$ cat config.mk
export PLATFORM = sky130hd
export DESIGN_NAME = spi_ctrl_port
export DESIGN_NICKNAME = d
export VERILOG_FILES = /design/src/rtl/spireg_pkg.sv /design/src/rtl/spireg_edge.sv /design/src/rtl/spireg_shifter.sv /design/src/rtl/spireg_bank.sv /design/src/rtl/spi_ctrl_port.sv
export SDC_FILE = /design/constraint.sdc
export NUM_CORES = 1
export LEC_CHECK = 0
export ABC_AREA = 1
export BUFFER_PORTS_ARGS = -buffer_cell sky130_fd_sc_hd__clkbuf_2
export CAP_MARGIN = 20
export CORE_ASPECT_RATIO = 1.75
export CORE_MARGIN = 1
export CORE_UTILIZATION = 55
export CTS_CLUSTER_SIZE = 25
export DETAILED_ROUTE_END_ITERATION = 8
export MAX_ROUTING_LAYER = met4
export PLACE_DENSITY = 0.84
export SYNTH_ARGS = -nofsm -noshare
export SYNTH_HDL_FRONTEND = slang
export SYNTH_SLANG_ARGS = --single-unit
export TNS_END_PERCENT = 50
$ cat constraint.sdc
create_clock -name clk -period 5.65 [get_ports clk]
set_input_delay 0.565 -clock clk [delete_from_list [all_inputs] [get_ports clk]]
set_output_delay 0.565 -clock clk [all_outputs]
set_load 0.02 [all_outputs]
$ cat src/rtl/spireg_pkg.sv
package spireg_pkg;

    localparam int BYTE_W    = 8;
    localparam int ADDR_W    = 7;
    localparam int CFG_DIR   = 7;
    localparam int CFG_ORDER = 6;
    localparam int CFG_SRST  = 5;

    typedef enum logic [1:0] {
        PH_CMD = 2'd0,
        PH_WR  = 2'd1,
        PH_RD  = 2'd2
    } phase_e;

    typedef struct packed {
        logic              rd;
        logic [ADDR_W-1:0] addr;
    } cmd_t;

    // Append one received bit according to the configured wire order.
    function automatic logic [BYTE_W-1:0] shift_in(input logic [BYTE_W-1:0] cur,
                                                   input logic b,
                                                   input logic lsb_first);
        return lsb_first ? {b, cur[BYTE_W-1:1]} : {cur[BYTE_W-2:0], b};
    endfunction

    // Bit that leaves the shifter next.
    function automatic logic head_bit(input logic [BYTE_W-1:0] v, input logic lsb_first);
        return lsb_first ? v[0] : v[BYTE_W-1];
    endfunction

    function automatic logic [BYTE_W-1:0] drop_head(input logic [BYTE_W-1:0] v,
                                                    input logic lsb_first);
        return lsb_first ? {1'b0, v[BYTE_W-1:1]} : {v[BYTE_W-2:0], 1'b0};
    endfunction

endpackage

$ cat src/rtl/spireg_edge.sv
module spireg_edge (
    input  logic clk,
    input  logic rst,
    input  logic sclk,
    output logic rise,
    output logic fall
);
    logic sclk_q;

    always_ff @(posedge clk) begin
        if (rst) sclk_q <= 1'b0;
        else     sclk_q <= sclk;
    end

    assign rise = sclk & ~sclk_q;
    assign fall = ~sclk & sclk_q;

    // a detected rising edge is never reported twice in a row
    a_r1_single_rise: assert property (@(posedge clk) disable iff (rst)
        rise |=> !rise);

endmodule

$ cat src/rtl/spireg_shifter.sv
module spireg_shifter
    import spireg_pkg::*;
(
    input  logic              clk,
    input  logic              rst,
    input  logic              active,
    input  logic              rise,
    input  logic              fall,
    input  logic              din,
    input  logic              lsb_first,
    input  logic              load,
    input  logic [BYTE_W-1:0] load_val,
    input  logic              tx_en,
    output logic              byte_done,
    output logic [BYTE_W-1:0] rx_byte,
    output logic              dout
);
    localparam int CNT_W = $clog2(BYTE_W);
    localparam logic [CNT_W-1:0] CNT_LAST = CNT_W'(BYTE_W - 1);

    logic [CNT_W-1:0]  cnt;
    logic [BYTE_W-1:0] rx_sh;
    logic [BYTE_W-1:0] tx_sh;

    assign rx_byte   = shift_in(rx_sh, din, lsb_first);
    assign byte_done = active && rise && (cnt == CNT_LAST);

    always_ff @(posedge clk) begin
        if (rst || !active) begin
            cnt   <= '0;
            rx_sh <= '0;
            tx_sh <= '0;
            dout  <= 1'b0;
        end else begin
            if (rise) begin
                cnt   <= cnt + 1'b1;
                rx_sh <= rx_byte;
            end
            if (load) begin
                tx_sh <= load_val;
            end else if (fall && tx_en) begin
                dout  <= head_bit(tx_sh, lsb_first);
                tx_sh <= drop_head(tx_sh, lsb_first);
            end
        end
    end

    // serial output moves only in response to a falling edge
    a_r1_launch_on_fall: assert property (@(posedge clk) disable iff (rst)
        (active && !fall) |=> $stable(dout));

    // leaving the selected state always restarts the bit count
    a_r2_count_restart: assert property (@(posedge clk) disable iff (rst)
        !active |=> (cnt == '0));

endmodule

$ cat src/rtl/spireg_bank.sv
module spireg_bank
    import spireg_pkg::*;
#(
    parameter int NREG = 8
) (
    input  logic                   clk,
    input  logic                   rst,
    input  logic                   we,
    input  logic [ADDR_W-1:0]      waddr,
    input  logic [BYTE_W-1:0]      wdata,
    input  logic [ADDR_W-1:0]      raddr,
    output logic [BYTE_W-1:0]      rdata,
    output logic [BYTE_W-1:0]      cfg,
    output logic [NREG*BYTE_W-1:0] flat
);
    localparam int IDX_W = (NREG > 1) ? $clog2(NREG) : 1;
    localparam logic [ADDR_W-1:0] NREG_A = ADDR_W'(NREG);
    localparam logic [BYTE_W-1:0] SRST_MASK = BYTE_W'(1) << CFG_SRST;

    logic [BYTE_W-1:0] regs [NREG];
    logic              w_hit;

    assign w_hit = we && (waddr < NREG_A);

    always_ff @(posedge clk) begin
        if (rst) begin
            for (int i = 0; i < NREG; i++) regs[i] <= '0;
        end else if (w_hit) begin
            if (waddr == '0) begin
                regs[0] <= wdata & ~SRST_MASK;
                if (wdata[CFG_SRST]) begin
                    for (int i = 1; i < NREG; i++) regs[i] <= '0;
                end
            end else begin
                regs[waddr[IDX_W-1:0]] <= wdata;
            end
        end
    end

    assign rdata = (raddr < NREG_A) ? regs[raddr[IDX_W-1:0]] : '0;
    assign cfg   = regs[0];

    for (genvar g = 0; g < NREG; g++) begin : g_flat
        assign flat[g*BYTE_W +: BYTE_W] = regs[g];
    end

    // a soft reset request leaves the top register cleared
    a_r7_srst_clears: assert property (@(posedge clk) disable iff (rst)
        (we && waddr == '0 && wdata[CFG_SRST]) |=> (regs[NREG-1] == '0));

    // the soft reset bit never stays set
    a_r8_srst_self_clear: assert property (@(posedge clk) disable iff (rst)
        we |=> !cfg[CFG_SRST]);

    // writes outside the bank leave every register untouched
    a_r4_oob_ignored: assert property (@(posedge clk) disable iff (rst)
        (we && waddr >= NREG_A) |=> $stable(flat));

    // hardware reset empties the whole bank
    a_r9_hw_reset: assert property (@(posedge clk)
        rst |=> (flat == '0));

endmodule

$ cat src/rtl/spi_ctrl_port.sv
module spi_ctrl_port
    import spireg_pkg::*;
#(
    parameter int NREG = 8
) (
    input  logic                   clk,
    input  logic                   rst,
    input  logic                   csn,
    input  logic                   sclk,
    input  logic                   sdio_in,
    output logic                   sdio_out,
    output logic                   sdio_oe,
    output logic                   sdo,
    output logic                   sdo_oe,
    output logic [NREG*BYTE_W-1:0] regs_flat
);
    logic              active;
    logic              rise, fall;
    logic              byte_done;
    logic [BYTE_W-1:0] rx_byte;
    logic              dout;
    phase_e            phase;
    logic [ADDR_W-1:0] addr;
    cmd_t              cmd;
    logic [BYTE_W-1:0] cfg;
    logic [BYTE_W-1:0] rdata;
    logic [ADDR_W-1:0] raddr;
    logic              load;
    logic              we;
    logic              reading;

    assign active = ~csn;
    assign cmd    = cmd_t'(rx_byte);

    spireg_edge u_edge (
        .clk  (clk),
        .rst  (rst),
        .sclk (sclk),
        .rise (rise),
        .fall (fall)
    );

    spireg_shifter u_shift (
        .clk       (clk),
        .rst       (rst),
        .active    (active),
        .rise      (rise),
        .fall      (fall),
        .din       (sdio_in),
        .lsb_first (cfg[CFG_ORDER]),
        .load      (load),
        .load_val  (rdata),
        .tx_en     (phase == PH_RD),
        .byte_done (byte_done),
        .rx_byte   (rx_byte),
        .dout      (dout)
    );

    spireg_bank #(.NREG(NREG)) u_bank (
        .clk   (clk),
        .rst   (rst),
        .we    (we),
        .waddr (addr),
        .wdata (rx_byte),
        .raddr (raddr),
        .rdata (rdata),
        .cfg   (cfg),
        .flat  (regs_flat)
    );

    // Read source: the start address right after the instruction, else the next one.
    assign raddr = (phase == PH_CMD) ? cmd.addr : addr + 1'b1;
    assign load  = byte_done && ((phase == PH_CMD && cmd.rd) || phase == PH_RD);
    assign we    = byte_done && (phase == PH_WR);

    always_ff @(posedge clk) begin
        if (rst || !active) begin
            phase <= PH_CMD;
            addr  <= '0;
        end else if (byte_done) begin
            case (phase)
                PH_CMD: begin
                    addr  <= cmd.addr;
                    phase <= cmd.rd ? PH_RD : PH_WR;
                end
                default: addr <= addr + 1'b1;
            endcase
        end
    end

    assign reading  = active && (phase == PH_RD);
    assign sdio_out = dout;
    assign sdo      = dout;
    assign sdio_oe  = reading && cfg[CFG_DIR];
    assign sdo_oe   = reading && !cfg[CFG_DIR];

    // never both pins driving
    a_r6_one_driver: assert property (@(posedge clk) disable iff (rst)
        !(sdio_oe && sdo_oe));

    // deselected port drives nothing
    a_r6_idle_hiz: assert property (@(posedge clk) disable iff (rst)
        csn |-> !(sdio_oe || sdo_oe));

    // deselect returns the port to the instruction phase
    a_r2_cs_restarts: assert property (@(posedge clk) disable iff (rst)
        csn |=> (phase == PH_CMD));

    // each data byte advances the address by one
    a_r3_addr_step: assert property (@(posedge clk) disable iff (rst)
        (byte_done && phase != PH_CMD) |=> (addr == ADDR_W'($past(addr) + 1'b1)));

endmodule

==> run metrics <==
status=completed; Worst path most repeated cell=nand2_1; Synth cell types=37; CTS Buffer Depth=2; Chip Height=126 um; slowest stage delay, CP=0.84 ns; CTS Root Cell=clkbuf_16; hold buffer count at cts=0; post-CTS setup buffer count=0; reg2reg start=u_bank.regs[0][6]; period utilization=0.566; Required @ worst endpoint=around 5.9 ns; Slew HR=0.430; worst-path fanout max=33; Static Leak=roughly 0.0023 uW; Yosys warning total=0; Starting Density=0.562; slew at the pin closest to its max-slew limit=0.851 ns; Post-Syn Instances=565; row cnt=between 40 and 50; MaxCap Viol Count=0; Final GP Congestion=1.00; Top-Level Pins=73; Post-synth EDFFs=64; critical-path cell list=inv_1 > nand2_1 > nand3_2 > nand2_2 > nand2_1 > nand3_1 > nand3_1 > nand2_1 > nand2_1 > a21oi_1; total power=1500 uW; number of inserted diodes=0; Setup WS post-layout=2.45 ns; global route overflow=0; reg-to-reg endpoint=u_shift.tx_sh[0]; Final TNS setup=0 ns; drc violations=0; Final Max Slew Viols=0; Via density=between 5 and 6; CP Depth=10; Yosys top cell area share=0.397; cell area after synthesis=4840 um2; Final Skew=0.00467 ns; share of flip-flops with an asynchronous set or reset=0; Non-Filler Instances=747; Final Net Count=between 600 and 700; kind of critical path=reg2reg; Detailed Place HPWL=between 10000 and 15000 um; drt total wl=around 14000 um; design area=5500 um2; Inst Count DP=731; Bufs and invs on worst path=1; vias in the first global route=4147; largest net degree at the start of global routing=34; worst reg2reg path depth=10; Critical Path Start Type=register; final antenna-violating net count=0; WL/cell=about 19 um; Mapped Nets=574; Core Region=8610 um2; layout cells sized above 1=0.205; min-delay src=rst; DIE AREA=9200 um2; Skew-Pair Late Insertion Delay=0.34 ns; pre-CTS WS=roughly 2.6 ns; post-layout min period=3.20 ns; GRT Util Overall=0.335; Slowest-stage cell, CP=edfxtp_1; first-pass GRT wire length=21600 um; Clk pin slew, worst setup/hold paths=0.06 ns; RSZ-0062 raised after global routing=no; sequential-to-total area share from yosys stat=0.521; cell type with the largest total area after synthesis=edfxtp_1; Fmax=313 MHz; Via Count=4457; min-delay worst type=in2reg; Sink Count=94; R2R Setup Slk=2.45 ns; Crit. End Element=register; initial antenna violation count=0; Die W=approximately 73 um; ys flop type=edfxtp_1; DP Area=5210 um2; Yosys reg bits=94; Syn Area/Cell=8.57 um2; Hold Fails Final Rpt=0; top cells by area, synth=edfxtp_1, dfxtp_1, nand2_1; Worst Path Arrival=3.47 ns; TritonCTS clock tree=done; crit-path leading delay family=simple AND/OR/NAND/NOR gates; DRT iter0 DRCs=677; Layout area overhead=13.5%; Pre-Repair DR Iteration Count=6; worst vdd ir=approximately 0.00016 V; Critical Path Sink=u_shift.tx_sh[0]; IO Port Bufs=72; TritonCTS Buffers=9; Post-CTS Resized=0; final number of setup-violating endpoints=0; Cell Pwr Density=272 nW/um2; H-Tree Depth=3; Worst Setup SP=u_bank.regs[0][6]
## final cells by class
type	instances	area (um2)
Inverter	49	184
Clock buffer	10	229
Fill cell	713	3120
Clock inverter	6	62.6
Tap cell	117	146
Sequential cell	94	2520
Timing Repair Buffer	73	368
Multi-Input combinational cell	398	1990
## through the flow
step	util	hold WS (ns)
CTS	0.638	0.463
finish	0.638	0.471
detailed placement	0.604	0.480
global placement	0.603	0.480
global route	0.638	0.485
floorplan	-	0.451
## synth_stat cells (all sizes together), types with 5 or more instances
cell / count
nand2: 133
edfxtp: 64
nand3: 85
inv: 44
dfxtp: 30
buf: 20
nor2: 85
a21oi: 36
o21ai: 32
clkinv: 5
## cells by family after synthesis
logic type,Yosys count,synth area share
AOI/OAI and AO/OA,76,0.0915
buffers and inverters,73,0.0692
xor gates and xnor gates,2,0.00362
adders and majority gates,4,0.0103
DFF,94,0.521
and+or+nand+nor,316,0.305
## registers in the layout (all words and copies together), names as in the netlist
name,flops
phase,2
u_shift.tx_sh,8
u_shift.cnt,3
u_shift.rx_sh,8
u_shift.dout,1
addr,7
u_bank.regs,64
u_edge.sclk_q,1
## power by group
| group | switching [uW] | total, uW | internal (uW) |
|---|---|---|---|
| registers | 18.5 | 771 | 753 |
| logic | 100 | 134 | 33.4 |
| clock network | 251 | 592 | 341 |
| total | 370 | 1500 | 1130 |
## layer usage
metal / GRT usage / part of all wire
met1: 0.349 / 0.34
met2: 0.542 / 0.50
met3: 0.0680 / 0.077
met4: 0.256 / 0.083
met5: - / 0
## layout by cell type (no fill, tap or decap), types with 2 or more instances in the layout
master     count
nand2_1      123
nand3_1       81
nor2_1        78
clkbuf_2      72
edfxtp_1      64
inv_1         38
dfxtp_1       30
a21oi_1       29
o21ai_0       29
clkbuf_16      9
clkinv_1       7
inv_2          6
nand2_2        6
a21oi_2        6
nor2_4         5
nand2_4        4
nand3_2        4
ha_1           4
nand4_1        3
o21a_1         3
o21ai_2        3
nor3b_1        2
a31oi_1        2
nor3_1         2
nor2_2         2
nor3_2         2
a211oi_1       2
clkinv_4       2
## how the worst min path moves through the flow
| stage | endpoint | slack, ns | cells past startpoint |
|---|---|---|---|
| 2_1_floorplan | u_shift.dout | 0.45 | 2 |
| 3_3_place_gp | u_shift.dout | 0.48 | 2 |
| 3_5_place_dp | u_shift.dout | 0.48 | 2 |
| 4_1_cts | u_edge.sclk_q | 0.46 | 2 |
| 5_1_grt | u_edge.sclk_q | 0.49 | 2 |
| 6_report | u_edge.sclk_q | 0.47 | 2 |
No activity file was read; power rests on OpenSTA's default activity.
